[src/rtl/stop_wake_pkg.sv]
package stop_wake_pkg;
  typedef enum logic [1:0] {
    PM_RUN   = 2'd0,
    PM_STOP  = 2'd1,
    PM_RECOV = 2'd2
  } pm_state_t;

  localparam int NUM_WAKE = 5;
  localparam int VEC_W    = 16;
endpackage

[src/rtl/irq_edge_sync.sv]
module irq_edge_sync #(
  parameter int STAGES = 2
) (
  input  logic clk,
  input  logic rst,
  input  logic pin_n,
  output logic fall
);
  logic [STAGES-1:0] chain;
  logic              prev;

  always_ff @(posedge clk) begin
    if (rst) begin
      chain <= '1;
      prev  <= 1'b1;
    end else begin
      chain <= {chain[STAGES-2:0], pin_n};
      prev  <= chain[STAGES-1];
    end
  end

  assign fall = prev & ~chain[STAGES-1];

  // once a falling edge has been flagged, the previous-sample flop must be low next cycle
  assert_edge_consumed_R8: assert property (@(posedge clk) disable iff (rst)
    fall |=> !prev);
endmodule

[src/rtl/wake_prio.sv]
module wake_prio
  import stop_wake_pkg::*;
#(
  parameter logic [NUM_WAKE*VEC_W-1:0] VEC_TABLE = '0
) (
  input  logic [NUM_WAKE-1:0] req,
  output logic                hit,
  output logic [VEC_W-1:0]    vec
);
  always_comb begin
    hit = 1'b0;
    vec = '0;
    for (int i = NUM_WAKE - 1; i >= 0; i--) begin
      if (req[i]) begin
        hit = 1'b1;
        vec = VEC_TABLE[i*VEC_W +: VEC_W];
      end
    end
  end
endmodule

[src/rtl/recov_counter.sv]
module recov_counter #(
  parameter int LONG_DELAY  = 4096,
  parameter int SHORT_DELAY = 32
) (
  input  logic clk,
  input  logic rst,
  input  logic start,
  input  logic short_sel,
  output logic done
);
  localparam int CNT_W = $clog2(LONG_DELAY);
  localparam logic [CNT_W-1:0] LONG_M1  = CNT_W'(LONG_DELAY - 1);
  localparam logic [CNT_W-1:0] SHORT_M1 = CNT_W'(SHORT_DELAY - 1);

  logic [CNT_W-1:0] cnt;
  logic [CNT_W-1:0] lim_m1;
  logic             run;

  always_ff @(posedge clk) begin
    if (rst) begin
      cnt    <= '0;
      lim_m1 <= LONG_M1;
      run    <= 1'b0;
    end else if (start) begin
      cnt    <= '0;
      lim_m1 <= short_sel ? SHORT_M1 : LONG_M1;
      run    <= 1'b1;
    end else if (run) begin
      if (cnt == lim_m1) run <= 1'b0;
      else               cnt <= cnt + 1'b1;
    end
  end

  assign done = run && (cnt == lim_m1);

  // the count never passes the limit latched at start
  assert_no_overflow_R4: assert property (@(posedge clk) disable iff (rst)
    run |-> (cnt <= lim_m1));
  // a fresh start always begins from zero
  assert_start_zero_R5: assert property (@(posedge clk) disable iff (rst)
    start |=> (run && cnt == '0));
endmodule

[src/rtl/stop_wake_ctrl.sv]
module stop_wake_ctrl
  import stop_wake_pkg::*;
#(
  parameter int          LONG_DELAY  = 4096,
  parameter int          SHORT_DELAY = 32,
  parameter int          SYNC_STAGES = 2,
  parameter logic [15:0] VEC_RESET   = 16'hFFFE,
  parameter logic [15:0] VEC_BREAK   = 16'hFFFC,
  parameter logic [15:0] VEC_IRQ     = 16'hFFFA,
  parameter logic [15:0] VEC_KBD     = 16'hFFE0,
  parameter logic [15:0] VEC_TBASE   = 16'hFFDC
) (
  input  logic        clk,
  input  logic        rst,
  input  logic        enter_stop,
  input  logic        short_rec,
  input  logic        ext_rst,
  input  logic        lvd_rst,
  input  logic        brk_req,
  input  logic        irq_n,
  input  logic        kbd_req,
  input  logic        tbase_roll,
  output logic        clk_en,
  output logic        vec_valid,
  output logic [15:0] vec_addr
);
  // index 0 carries the highest priority
  localparam logic [NUM_WAKE*VEC_W-1:0] VEC_TABLE =
    {VEC_TBASE, VEC_KBD, VEC_IRQ, VEC_BREAK, VEC_RESET};

  pm_state_t            state;
  logic                 irq_fall;
  logic                 rst_hit;
  logic [NUM_WAKE-1:0]  wake_req;
  logic                 wake_hit;
  logic [VEC_W-1:0]     wake_vec;
  logic                 cnt_start;
  logic                 cnt_done;

  irq_edge_sync #(.STAGES(SYNC_STAGES)) u_irq_sync (
    .clk   (clk),
    .rst   (rst),
    .pin_n (irq_n),
    .fall  (irq_fall)
  );

  assign rst_hit  = ext_rst | lvd_rst;
  assign wake_req = {tbase_roll, kbd_req, irq_fall, brk_req, rst_hit};

  wake_prio #(.VEC_TABLE(VEC_TABLE)) u_prio (
    .req (wake_req),
    .hit (wake_hit),
    .vec (wake_vec)
  );

  assign cnt_start = ((state == PM_STOP) && wake_hit) ||
                     ((state == PM_RECOV) && rst_hit);

  recov_counter #(
    .LONG_DELAY  (LONG_DELAY),
    .SHORT_DELAY (SHORT_DELAY)
  ) u_cnt (
    .clk       (clk),
    .rst       (rst),
    .start     (cnt_start),
    .short_sel (short_rec),
    .done      (cnt_done)
  );

  always_ff @(posedge clk) begin
    if (rst) begin
      state     <= PM_RUN;
      clk_en    <= 1'b1;
      vec_valid <= 1'b0;
      vec_addr  <= '0;
    end else begin
      vec_valid <= 1'b0;
      case (state)
        PM_RUN: begin
          if (enter_stop) begin
            state  <= PM_STOP;
            clk_en <= 1'b0;
          end
        end
        PM_STOP: begin
          if (wake_hit) begin
            state    <= PM_RECOV;
            vec_addr <= wake_vec;
          end
        end
        PM_RECOV: begin
          if (rst_hit) begin
            vec_addr <= VEC_RESET;
          end else if (cnt_done) begin
            state     <= PM_RUN;
            clk_en    <= 1'b1;
            vec_valid <= 1'b1;
          end
        end
        default: state <= PM_RUN;
      endcase
    end
  end

  assert_gated_R11: assert property (@(posedge clk) disable iff (rst)
    (state != PM_RUN) |-> !clk_en);
  assert_stop_gate_R2: assert property (@(posedge clk) disable iff (rst)
    (state == PM_RUN && enter_stop) |=> !clk_en);
  assert_single_pulse_R9: assert property (@(posedge clk) disable iff (rst)
    vec_valid |=> !vec_valid);
  assert_release_strobe_R9: assert property (@(posedge clk) disable iff (rst)
    $rose(clk_en) |-> vec_valid);
  assert_reset_restart_R10: assert property (@(posedge clk) disable iff (rst)
    (state == PM_RECOV && rst_hit) |=> (!clk_en && vec_addr == VEC_RESET));
endmodule

[config.mk]
export PLATFORM = sky130hd
export DESIGN_NAME = stop_wake_ctrl
export DESIGN_NICKNAME = d
export VERILOG_FILES = /design/src/rtl/stop_wake_pkg.sv /design/src/rtl/irq_edge_sync.sv /design/src/rtl/wake_prio.sv /design/src/rtl/recov_counter.sv /design/src/rtl/stop_wake_ctrl.sv
export SDC_FILE = /design/constraint.sdc
export NUM_CORES = 1
export LEC_CHECK = 0
export ABC_AREA = 1
export ABC_CLOCK_PERIOD_IN_PS = 2600
export BUFFER_PORTS_ARGS = -buffer_cell sky130_fd_sc_hd__buf_2
export CELL_PAD_IN_SITES_DETAIL_PLACEMENT = 0
export CELL_PAD_IN_SITES_GLOBAL_PLACEMENT = 1
export CORE_ASPECT_RATIO = 1.2
export CORE_MARGIN = 2
export CORE_UTILIZATION = 41
export CTS_BUF_LIST = sky130_fd_sc_hd__clkbuf_4 sky130_fd_sc_hd__clkbuf_8 sky130_fd_sc_hd__clkbuf_16
export DETAILED_ROUTE_END_ITERATION = 6
export PLACE_DENSITY = 0.88
export SLEW_MARGIN = 30
export SYNTH_ARGS = -nofsm -noshare
export SYNTH_HDL_FRONTEND = slang
export SYNTH_HIERARCHICAL = 1
export SYNTH_SLANG_ARGS = --single-unit
[constraint.sdc]
create_clock -name clk -period 2.6 [get_ports clk]
set_input_delay 0.26 -clock clk [delete_from_list [all_inputs] [get_ports clk]]
set_output_delay 0.26 -clock clk [all_outputs]
set_load 0.1 [all_outputs]
==> results of run 1 <==
-- sequential cells by signal (all words and copies together) (netlist names) --
register and cells:
clk_en 1, u_cnt/run 1, u_irq_sync/prev 1, vec_valid 1
u_irq_sync/chain 2, state 2, vec_addr 16, u_cnt/lim_m1 1
u_cnt/cnt 12
-- path summary, 6_finish.rpt --
kind | startpoint | depth (start not counted) | end | slack [ps]
worst min-delay path | short_rec | 2 | u_cnt/lim_m1[10]$_SDFFE_PP1P_ | 150
worst min register to register | u_irq_sync/chain[0]$_SDFF_PP1_ | 2 | u_irq_sync/chain[1]$_SDFF_PP1_ | 410
worst max-delay path | u_cnt/cnt[0]$_SDFFE_PP0P_ | 10 | state[1]$_SDFFE_PP0P_ | 710
worst max register to register | u_cnt/cnt[0]$_SDFFE_PP0P_ | 10 | state[1]$_SDFFE_PP0P_ | 710
-- kinds of logic after synthesis --
| kind of cell | after synthesis |
|---|---|
| AND/OR/NAND/NOR | 136 |
| flip-flops | 37 |
| adder cells (fa/ha/maj) | 1 |
| XOR/XNOR | 4 |
| buffers and inverters | 45 |
| AO/OA/AOI/OAI | 36 |
| other | 1 |
-- synth_stat cells --
cell      number
a21oi_1       16
buf_12         1
buf_2          1
buf_4         13
buf_6          2
clkbuf_1       1
clkinv_1       1
conb_1         1
dfxtp_1       37
ha_1           1
inv_1         24
inv_2          1
inv_4          1
nand2_1       42
nand2_2        2
nand2_4        2
nand2_8        1
nand3_1       22
nand3_4        1
nand4_1        4
nor2_1        53
nor2_2         2
nor2_4         3
nor3_1         2
nor3b_1        1
nor3b_2        1
o21ai_0        6
o21ai_1       12
o21ai_4        1
o21bai_1       1
xor2_1         4
-- layout by cell type, fill, tap and decap left out, types with 2 or more instances in the layout --
cell type,n
a21oi_1,16
buf_2,27
clkbuf_8,7
dfxtp_1,37
inv_1,24
nand2_1,42
nand2_2,2
nand2_4,2
nand3_1,22
nand4_1,4
nor2_1,53
nor2_2,2
nor2_4,3
nor3_1,2
o21ai_0,6
o21ai_1,12
xor2_1,4
-- metal layers --
layer	up-vias	part of all wire, %
li1	848	-
met1	681	46
met2	26	50
met3	2	3.5
met4	0	0.79
met5	-	0
-- area by class of cell --
| type | instances | area (um2) |
|---|---|---|
| clock buffer | 7 | 96.3 |
| clock inverter | 1 | 5.00 |
| fill | 491 | 2450 |
| inverter | 27 | 104 |
| multi-input combinational | 178 | 886 |
| sequential | 37 | 741 |
| tap | 58 | 72.6 |
| timing repair buffer | 28 | 143 |
-- through the flow --
stage / hold WS [ps] / instance area, um2 / utilization (%)
floorplan: 329 / 1880 / -
global placement: 385 / 1950 / 43.3
detailed placement: 404 / 1950 / 43.3
CTS: 140 / 2050 / 45.6
global route: 156 / 2050 / 45.6
finish: 149 / 2050 / 45.6
-- critical path, cell delays in order, from the launching register on --
cell and delay, ps:
dfxtp_1 390, ha_1 200, nand2_1 130, nor2_4 180
nand3_4 220, nor2_1 150, inv_1 80, nand3_1 80
nand2_1 80, nor3b_1 210, nor2_1 60
==> impl_metrics.env, run 1 <==
export IMPL_yosysSeqAreaShare_pct=39.4
export IMPL_status="complete, no violations"
export IMPL_cts_tree="built"
export IMPL_grt_use_met3_pct=3.87
export IMPL_grt_max_degree=19
export IMPL_dpl_hpwl_mm=2.65
export IMPL_yosysUniqueCellTypes=31
export IMPL_routed_via_count=1557
export IMPL_syn_to_final_growth_pct=8.92
export IMPL_grt_pass1_vias=1480
export IMPL_synth_xor_area_share_pct=1.86
export IMPL_rsz0062_at_grt="no"
export IMPL_wirelength_mm=3.56
export IMPL_final_cells=336
export IMPL_start_util_pct=41.8
export IMPL_numPlacedInstances=328
export IMPL_antenna_found_initial=0
export IMPL_cts_setup_buffers=0
export IMPL_required_ps=2780
export IMPL_worstPathMaxFanout=18
export IMPL_use_met2_pct=26.7
export IMPL_hold_viol=0
export IMPL_grt_overflow=0
export IMPL_firstDrtPassIters=4
export IMPL_synth_seq_cells=37
export IMPL_htreeDepth=2
export IMPL_worstHoldPathType="in2reg"
export IMPL_path_class="reg2reg"
export IMPL_synth_top_area_share_pct=39.4
export IMPL_grt_busiest_layer="met2"
export IMPL_avgSynthCellArea_um2=7.23
export IMPL_maxCapViolations=0
export IMPL_ctsResizeCount=0
export IMPL_fin_skew_ps=4.05
export IMPL_drv_slew=0
export IMPL_ios=28
export IMPL_gp_congestion=0.820
export IMPL_cts_root_buf="clkbuf_8"
export IMPL_synth_cells=260
export IMPL_clock_path_buffers=2
export IMPL_dp_slack_ps=463
export IMPL_timing_fmax_ghz=0.528
export IMPL_fp_row_count=27
export IMPL_drive_gt1_share_pct=18.3
export IMPL_syn_nets=271
export IMPL_numCtsBuffers=5
export IMPL_yosysWarnings=6
export IMPL_die_x_um=65.8
export IMPL_fin_tns_setup_ps=0
export IMPL_synth_top_family_by_area="simple AND/OR/NAND/NOR gates"
export IMPL_dieArea_um2=5140
export IMPL_grt_total_usage_pct=15.6
export IMPL_portBuffers=27
export IMPL_finalCritPeriodShare_pct=72.8
export IMPL_final_nets=288
export IMPL_drtIter0Drc=68
export IMPL_cts_hold_buf=0
export IMPL_endpoint_kind="flip-flop"
export IMPL_via_per_inst=4.63
export IMPL_core_area_um2=4490
export IMPL_finalSetupViolations=0
export IMPL_critPathLaunchType="flip-flop"
export IMPL_synthTopCellsByArea="dfxtp_1 39%, nor2_1 11%, nand2_1 8.4%"
export IMPL_synthSimpleGateAreaFrac_pct=34.1
export IMPL_setup_ws_ps=706
export IMPL_route_detailed_drc=0
export IMPL_antenna_cells=0
export IMPL_wl_per_cell_um=10.6
export IMPL_crit_arrival_ps=2070
export IMPL_use_met1_pct=18.7
export IMPL_die_height_um=78.2
export IMPL_synthMuxAreaShare_pct=0
export IMPL_clkLatencyLatePin_ps=280
export IMPL_grt_pass1_wl_mm=6.38
export IMPL_cts_sinks=37
export IMPL_synth_compound_area_share_pct=10.3
export IMPL_synth_largest_area_cell="dfxtp_1"
export IMPL_ant_nets=0
export IMPL_synth_area_um2=1880
export IMPL_synthAdderAreaFrac_pct=0.666
export IMPL_fin_crit_ps=1890
export IMPL_clkTransAtPathRegs_ps=70
Power of run 1 is left out: the tool's default activity adds up to more than one toggle a clock period on the data nets, which glitch-free logic cannot reach.
==> inputs of run 2 (changes only) <==
ABC_CLOCK_PERIOD_IN_PS = 1920   (was 2600)
clock period = 1.92 ns   (was 2.6 ns; I/O delays follow)
==> impl_metrics.env, run 2 (synthesized netlist as in run 1, its figures left out) <==
export IMPL_route_detailed_drc=0
export IMPL_critPathLaunchType="flip-flop"
export IMPL_hold_viol=0
export IMPL_p_per_area_nw_per_um2=1880
export IMPL_status="complete, no violations"
export IMPL_fillCellCount=445
export IMPL_leakage_nw=0.909
export IMPL_ant_nets=0
export IMPL_cts_root_buf="clkbuf_8"
export IMPL_via_per_inst=4.66
export IMPL_die_height_um=78.2
export IMPL_grt_total_usage_pct=15.9
export IMPL_crit_arrival_ps=1830
export IMPL_r2r_start="u_cnt/cnt[0]$_SDFFE_PP0P_"
export IMPL_antenna_cells=0
export IMPL_core_area_um2=4490
export IMPL_grt_max_degree=19
export IMPL_cts_setup_buffers=0
export IMPL_cts_hold_buf=0
export IMPL_multiInputGateArea_um2=886
export IMPL_fin_tns_setup_ps=0
export IMPL_grt_pass1_vias=1414
export IMPL_fp_row_count=27
export IMPL_dieArea_um2=5140
export IMPL_ctsResizeCount=0
export IMPL_grt_overflow=0
export IMPL_numCtsBuffers=5
export IMPL_hp_start="irq_n"
export IMPL_hold_depth=3
export IMPL_start_util_pct=41.8
export IMPL_clock_path_buffers=2
export IMPL_finalSetupViolations=0
export IMPL_ios=28
export IMPL_rsz0062_at_grt="no"
export IMPL_final_nets=293
export IMPL_largest_reg_flops=16
export IMPL_clkLatencyLatePin_ps=290
export IMPL_drv_slew=0
export IMPL_fin_skew_ps=2.79
export IMPL_crit_path_start="u_cnt/cnt[0]$_SDFFE_PP0P_"
export IMPL_hold_end="u_irq_sync/chain[0]$_SDFF_PP1_"
export IMPL_path_class="reg2reg"
export IMPL_seqCellArea_um2=741
export IMPL_top_register="vec_addr"
export IMPL_endpoint_kind="flip-flop"
export IMPL_fin_crit_ps=1650
export IMPL_dp_slack_ps=282
export IMPL_syn_to_final_growth_pct=10.4
export IMPL_cts_tree="built"
export IMPL_routed_via_count=1590
export IMPL_clkTransAtPathRegs_ps=70
export IMPL_numPlacedInstances=333
export IMPL_firstDrtPassIters=4
export IMPL_layout_commonest_cell="nor2_1"
export IMPL_drive_gt1_share_pct=19.8
export IMPL_worstRegToRegCells=10
export IMPL_dpl_hpwl_mm=2.64
export IMPL_gp_congestion=0.856
export IMPL_portBuffers=27
export IMPL_worstHoldPathType="in2reg"
export IMPL_layout_common_cells="53 x nor2_1, 42 x nand2_1, 37 x dfxtp_1, 27 x buf_2, 24 x inv_1"
export IMPL_grt_pass1_wl_mm=6.36
export IMPL_whs_ps=96.6
export IMPL_r2r_setup_slack_ps=270
export IMPL_finalCritPeriodShare_pct=86.0
export IMPL_ir_drop_uv=1170
export IMPL_maxCapViolations=0
export IMPL_p_total_mw=3.89
export IMPL_worstPathMaxFanout=4
export IMPL_cts_sinks=37
export IMPL_htreeDepth=2
export IMPL_setup_ws_ps=269
export IMPL_timing_fmax_ghz=0.606
export IMPL_die_x_um=65.8
export IMPL_rr_endpoint="state[1]$_SDFFE_PP0P_"
export IMPL_required_ps=2100
export IMPL_final_cells=341
export IMPL_wl_per_cell_um=10.7
export IMPL_antenna_found_initial=0
export IMPL_reg_largest_list="vec_addr (16), u_cnt/cnt (12)"
export IMPL_wirelength_mm=3.64
export IMPL_drtIter0Drc=124
-- run 2: metrics by stage --
stage | cell area [um2] | utilization (%)
after floorplan | 1880 | -
after global placement | 1980 | 44.1
after detailed placement | 1980 | 44.1
after CTS | 2070 | 46.2
after global routing | 2070 | 46.2
final | 2070 | 46.2
-- run 2: worst max-delay path by stage --
stage / endpoint / cells after the start
after detailed placement: state[1]$_SDFFE_PP0P_ / 10
after global routing: state[0]$_SDFFE_PP0P_ / 11
final: state[1]$_SDFFE_PP0P_ / 10
after CTS: state[1]$_SDFFE_PP0P_ / 10
after floorplan: u_cnt/cnt[0]$_SDFFE_PP0P_ / 12
after global placement: state[1]$_SDFFE_PP0P_ / 10
-- run 2: cell type report --
| cell class | count | area share (%) |
|---|---|---|
| flip-flops and latches | 37 | 35.7 |
| well taps | 58 | 3.50 |
| multi-input cells | 178 | 42.7 |
| repair buffers | 33 | 8.69 |
| clock buffers | 8 | 4.40 |
| inverters | 27 | 5.01 |
-- run 2: report_power, final --
group	leakage, nW	internal, mW	switching, mW
Combinational	0.556	0.418	1.79
Sequential	0.303	0.988	0.133
Clock	0.0498	0.300	0.262
-- run 2: worst max-delay path, cell delays in order (launching register included) --
cell and delay [ps]:
dfxtp_1 380, ha_1 190, nand2_1 110, nor2_4 180
nand3_4 80, nor2_1 80, inv_1 70, nand3_1 80
nand2_1 90, nor3b_1 200, nor2_1 70
-- run 2: layer usage --
metal | up-vias | track usage, % | routed length, um
met5 | - | 0 | 0
met4 | 0 | 6.88 | 65
met3 | 6 | 5.01 | 166
met2 | 26 | 24.6 | 1690
met1 | 703 | 19.9 | 1710
li1 | 855 | - | -
No activity file was read; power rests on OpenSTA's default activity.
